`config.mk`:
```
export PLATFORM = sky130hd
export DESIGN_NAME = status_mode_ctrl
export DESIGN_NICKNAME = d
export VERILOG_FILES = /design/src/rtl/smc_pkg.sv /design/src/rtl/smc_sequencer.sv /design/src/rtl/smc_next_state.sv /design/src/rtl/smc_state_regs.sv /design/src/rtl/status_mode_ctrl.sv
export SDC_FILE = /design/constraint.sdc
export NUM_CORES = 1
export LEC_CHECK = 0
export BUFFER_PORTS_ARGS = -buffer_cell sky130_fd_sc_hd__buf_2
export CORE_MARGIN = 3
export CORE_UTILIZATION = 50
export DETAILED_ROUTE_END_ITERATION = 16
export GPL_TIMING_DRIVEN = 0
export PLACE_DENSITY = 0.74
export SLEW_MARGIN = 0
export SYNTH_ARGS = -nofsm -noshare
export SYNTH_HDL_FRONTEND = slang
export SYNTH_SLANG_ARGS = --single-unit
```
`constraint.sdc`:
```
create_clock -name clk -period 4 [get_ports clk]
set_input_delay 0.4 -clock clk [delete_from_list [all_inputs] [get_ports clk]]
set_output_delay 0.4 -clock clk [all_outputs]
set_load 0.005 [all_outputs]
```
`src/rtl/smc_pkg.sv`:
```
package smc_pkg;

    localparam int DW       = 8;
    localparam int CMD_W    = 3;
    localparam int CNT_W    = 2;
    localparam int BIT_C    = 0;
    localparam int BIT_X8   = 4;
    localparam int BIT_M8   = 5;

    localparam logic [DW-1:0] WIDTH_FORCE = 8'h30;
    localparam logic [DW-1:0] STACK_PAGE  = 8'h01;
    localparam logic [DW-1:0] STATUS_RST  = 8'h34;

    typedef enum logic [CMD_W-1:0] {
        CMD_NOP  = 3'd0,
        CMD_XCHG = 3'd1,
        CMD_CLRB = 3'd2,
        CMD_SETB = 3'd3,
        CMD_PULL = 3'd4,
        CMD_LDXH = 3'd5,
        CMD_LDYH = 3'd6,
        CMD_LDSH = 3'd7
    } cmd_e;

    typedef struct packed {
        cmd_e          code;
        logic [DW-1:0] arg;
    } op_t;

    typedef struct packed {
        logic [DW-1:0] status;
        logic          emu;
        logic [DW-1:0] xhi;
        logic [DW-1:0] yhi;
        logic [DW-1:0] shi;
    } ctx_t;

    // Idle cycles spent between acceptance and the state update.
    function automatic logic [CNT_W-1:0] idle_cycles(cmd_e c);
        case (c)
            CMD_CLRB, CMD_SETB: return CNT_W'(1);
            CMD_PULL:           return CNT_W'(2);
            default:            return '0;
        endcase
    endfunction

    function automatic logic [DW-1:0] emu_fix(logic [DW-1:0] v, logic emu);
        return emu ? (v | WIDTH_FORCE) : v;
    endfunction

endpackage

```
`src/rtl/smc_sequencer.sv`:
```
module smc_sequencer
    import smc_pkg::*;
(
    input  logic             clk,
    input  logic             rst,
    input  logic             cmd_valid,
    input  cmd_e             cmd,
    input  logic [DW-1:0]    operand,
    output logic             ready,
    output logic             apply,
    output op_t              apply_op
);

    logic [CNT_W-1:0] cnt;
    op_t              held;
    logic             accept;
    logic [CNT_W-1:0] lat;

    assign ready  = (cnt == '0);
    assign accept = cmd_valid && ready;
    assign lat    = idle_cycles(cmd);

    always_comb begin
        apply    = 1'b0;
        apply_op = held;
        if (cnt == CNT_W'(1)) begin
            apply = 1'b1;
        end else if (accept && (lat == '0)) begin
            apply    = 1'b1;
            apply_op = '{code: cmd, arg: operand};
        end
    end

    always_ff @(posedge clk) begin
        if (rst) begin
            cnt  <= '0;
            held <= '{code: CMD_NOP, arg: '0};
        end else if (cnt != '0) begin
            cnt <= cnt - CNT_W'(1);
        end else if (accept && (lat != '0)) begin
            cnt  <= lat;
            held <= '{code: cmd, arg: operand};
        end
    end

endmodule

```
`src/rtl/smc_next_state.sv`:
```
module smc_next_state
    import smc_pkg::*;
(
    input  ctx_t cur,
    input  logic apply,
    input  op_t  op,
    output ctx_t nxt
);

    always_comb begin
        nxt = cur;
        if (apply) begin
            case (op.code)
                CMD_XCHG: begin
                    nxt.emu           = cur.status[BIT_C];
                    nxt.status[BIT_C] = cur.emu;
                    if (cur.status[BIT_C]) begin
                        nxt.status = nxt.status | WIDTH_FORCE;
                        nxt.shi    = STACK_PAGE;
                    end
                end
                CMD_CLRB: nxt.status = emu_fix(cur.status & ~op.arg, cur.emu);
                CMD_SETB: nxt.status = emu_fix(cur.status | op.arg, cur.emu);
                CMD_PULL: nxt.status = emu_fix(op.arg, cur.emu);
                CMD_LDXH: nxt.xhi    = op.arg;
                CMD_LDYH: nxt.yhi    = op.arg;
                CMD_LDSH: if (!cur.emu) nxt.shi = op.arg;
                default:  nxt = cur;
            endcase
        end
        if (nxt.status[BIT_X8]) begin
            nxt.xhi = '0;
            nxt.yhi = '0;
        end
    end

endmodule

```
`src/rtl/smc_state_regs.sv`:
```
module smc_state_regs
    import smc_pkg::*;
(
    input  logic clk,
    input  logic rst,
    input  ctx_t nxt,
    output ctx_t cur
);

    always_ff @(posedge clk) begin
        if (rst) begin
            cur.status <= STATUS_RST;
            cur.emu    <= 1'b1;
            cur.xhi    <= '0;
            cur.yhi    <= '0;
            cur.shi    <= STACK_PAGE;
        end else begin
            cur <= nxt;
        end
    end

endmodule

```
`src/rtl/status_mode_ctrl.sv`:
```
module status_mode_ctrl
    import smc_pkg::*;
(
    input  logic          clk,
    input  logic          rst,
    input  logic          cmd_valid,
    input  logic [2:0]    cmd,
    input  logic [7:0]    operand,
    output logic          ready,
    output logic [7:0]    status,
    output logic          emu_mode,
    output logic [7:0]    x_hi,
    output logic [7:0]    y_hi,
    output logic [7:0]    stack_hi,
    output logic          acc_8bit,
    output logic          idx_8bit
);

    logic apply;
    op_t  apply_op;
    ctx_t cur;
    ctx_t nxt;

    smc_sequencer u_seq (
        .clk       (clk),
        .rst       (rst),
        .cmd_valid (cmd_valid),
        .cmd       (cmd_e'(cmd)),
        .operand   (operand),
        .ready     (ready),
        .apply     (apply),
        .apply_op  (apply_op)
    );

    smc_next_state u_next (
        .cur   (cur),
        .apply (apply),
        .op    (apply_op),
        .nxt   (nxt)
    );

    smc_state_regs u_regs (
        .clk (clk),
        .rst (rst),
        .nxt (nxt),
        .cur (cur)
    );

    assign status   = cur.status;
    assign emu_mode = cur.emu;
    assign x_hi     = cur.xhi;
    assign y_hi     = cur.yhi;
    assign stack_hi = cur.shi;
    assign acc_8bit = cur.status[BIT_M8];
    assign idx_8bit = cur.status[BIT_X8];

endmodule

```
==> impl_metrics.py <==
metrics = {
    "finish": {
        "final_common_cell": "buf_2",
        "area_delta_synth_final_pct": 16.8,
        "nets": 353,
        "final_cell_mix": "buf_2, dfxtp_1, nor2_1",
        "fillCellCount": 424,
        "multi_input_area_sq_um": 1410,
        "register_area_sq_um": 921,
        "drive_gt1_share_pct": 26.5,
        "diodes": 0,
    },
    "placement": {
        "dp_slack_ns": 1.43,
        "dp_hpwl_um": 4620,
        "place.gp.congestion": 0.964,
        "portBuffers": 49,
    },
    "global_routing": {
        "grt_pass1_vias": 2112,
        "grt_pass1_wl_um": 10500,
        "gr-total-overflow": 0,
        "track_usage_pct": 22.1,
        "grt_max_degree": 15,
        "antenna_found_initial": 0,
    },
    "timing": {
        "fin_crit_ns": 2.49,
        "finalHoldViolCount": 0,
        "rsz0062_at_grt": "false",
        "finClkSkew_ns": 0.00558,
        "final_max_slew_viol_count": 0,
        "tightest_slew_ns": 0.948,
        "hold_ws_ns": 0.352,
        "relSlewSlack_pct": 36.4,
        "fin_ws_ns": 1.51,
        "max_freq_mhz": 401,
        "fin_crit_sh_pct": 62.3,
        "setup_tns_ns": 0,
        "finalSetupViolations": 0,
    },
    "route": {
        "antenna_left": 0,
        "drt-total-wl_um": 6300,
        "first_pass_iters": 5,
        "wl_per_cell_um": 15.6,
        "via_per_inst": 5.76,
        "drc": 0,
        "vias": 2331,
        "drtIter0Drc": 266,
    },
    "cts": {
        "cts_max_level": 2,
        "clock_latency_ns": 0.30,
        "clkTransAtPathRegs_ns": 0.09,
        "cts_tree": "built",
        "numCtsBuffers": 5,
        "clock_path_buffers": 2,
        "hold_buffers": 0,
        "root_buffer": "clkbuf_8",
        "post-cts-setup-buffers": 0,
        "cts.sinks": 46,
        "cts-resized-gates": 0,
    },
    "critical_path": {
        "end_kind": "flip-flop",
        "r2r_slack_ns": 1.51,
        "r2r_cells": 8,
        "cp.required_ns": 4.19,
        "r2r_start": "u_seq.cnt[1]$_SDFFE_PP0P_",
        "start_kind": "flip-flop",
        "reg2reg_to": "u_regs.cur[27]$_SDFFE_PP1P_",
        "critPathKind": "flip-flop to flip-flop",
        "crit_fanout": 10,
        "crit_arrival_ns": 2.68,
    },
    "synth": {
        "synth_cells": 283,
        "synthesis.area_sq_um": 2460,
        "ys_seq_elements": 46,
        "avgSynthCellArea_sq_um": 8.68,
        "syn_nets": 297,
        "yosys_most_used_dff": "dfxtp_1",
        "synth_top_area_cell": "dfxtp_1",
        "ys_warn_count": 0,
        "yosysTopAreaCellShare_pct": 37.5,
        "synthArstFlopShare_pct": 0,
        "synth-edff-count": 0,
        "synth_cell_types": 54,
        "synth-seq-area-share_pct": 37.5,
        "synthTopCellsByArea": "dfxtp_1, mux2i_1, nor2_1, a21oi_1, o21ai_1",
    },
    "power": {
        "ir_worst_vdd_mv": 0.213,
        "power_leakage_uw": 0.00121,
        "power_density_nw_per_um2": 316,
    },
    "min_path": {
        "whs_path_depth": 3,
        "hp-class": "input port to flip-flop",
        "min_from": "operand[2]",
        "whs_endpoint": "u_seq.held[2]$_SDFFE_PP0P_",
    },
    "run": {
        "drv_cap": 0,
    },
    "die": {
        "core_sq_um": 4530,
        "pin_count": 50,
        "die_y_um": 76.1,
        "die_area_sq_um": 5790,
        "num_rows": 24,
        "die_w_um": 76.1,
        "initial_core_util_pct": 54.2,
    },
    "outcome": {
        "status": "complete, no violations",
    },
}
==> cell families (layout without fill, tap and decap cells) <==
logic type      count (synthesis)  after routing  share of synthesized area, %
mux                            30             30                          12.5
flops                          46             46                          37.5
buf+inv                        24             81                          5.25
compound gates                 74             74                          20.2
simple gates                  108            108                          24.1
xor+xnor                        1              1                         0.357
==> through the flow <==
stage                     cell area, sq um  total power, uW  instances  utilization, %
after floorplan                       2460              582        283               -
after global placement                2780              624        397            61.4
after detailed placement              2780              625        397            61.4
after CTS                             2870              907        405            63.3
after global routing                  2870              946        405            63.3
final                                 2870              905        405            63.3
==> critical path, stage by stage, from the launching register on <==
cell	delay, ns
dfxtp_1	0.32
buf_6	0.13
or3b_1	0.36
buf_6	0.15
nor3_2	0.43
buf_2	0.35
mux2_2	0.42
a21oi_1	0.16
nand2_1	0.06
==> power by group <==
part / leakage, uW / internal (uW) / switching [uW]
sequential: 0.000372 / 465 / 7.89
clock: 0.0000452 / 124 / 164
combinational: 0.000790 / 54.8 / 90.3
==> metal layers <==
| metal | vias up | global-route usage, % | routed length [um] |
|---|---|---|---|
| met5 | - | 0 | 0 |
| met4 | 0 | 5.43 | 70 |
| met3 | 9 | 4.14 | 413 |
| met2 | 101 | 34.9 | 2840 |
| met1 | 1084 | 31.0 | 2980 |
| li1 | 1137 | - | - |
==> how the worst max path moves through the flow <==
| stage | startpoint | cells past startpoint | endpoint |
|---|---|---|---|
| after CTS | u_seq.cnt[1]$_SDFFE_PP0P_ | 8 | u_regs.cur[27]$_SDFFE_PP1P_ |
| final | u_seq.cnt[1]$_SDFFE_PP0P_ | 8 | u_regs.cur[27]$_SDFFE_PP1P_ |
| after detailed placement | cmd_valid | 8 | u_regs.cur[27]$_SDFFE_PP1P_ |
| after global routing | u_seq.cnt[1]$_SDFFE_PP0P_ | 8 | u_regs.cur[22]$_SDFFE_PP0P_ |
| after floorplan | u_seq.cnt[1]$_SDFFE_PP0P_ | 9 | u_regs.cur[21]$_SDFFE_PP0P_ |
| after global placement | cmd_valid | 8 | u_regs.cur[27]$_SDFFE_PP1P_ |
==> Yosys cell counts (all sizes together) (6+ instances only) <==
library cell	n
a21oi	19
buf	9
clkbuf	11
dfxtp	46
mux2	6
mux2i	24
nand2	17
nand2b	11
nand4	8
nor2	39
o21ai	30
==> flip-flops by register name, summed over array words and instances (netlist names) <==
register    cells
u_seq.held     11
u_regs.cur     33
u_seq.cnt       2
==> layout make-up <==
class | instances | area share (%)
well taps | 65 | 2.83
plain buffers | 20 | 3.97
inverters | 4 | 0.523
clock inverters | 2 | 0.480
multi-input cells | 213 | 49.0
clock buffers | 6 | 2.53
repair buffers | 49 | 8.55
flip-flops and latches | 46 | 32.1
(Power assumes the default switching activity.)
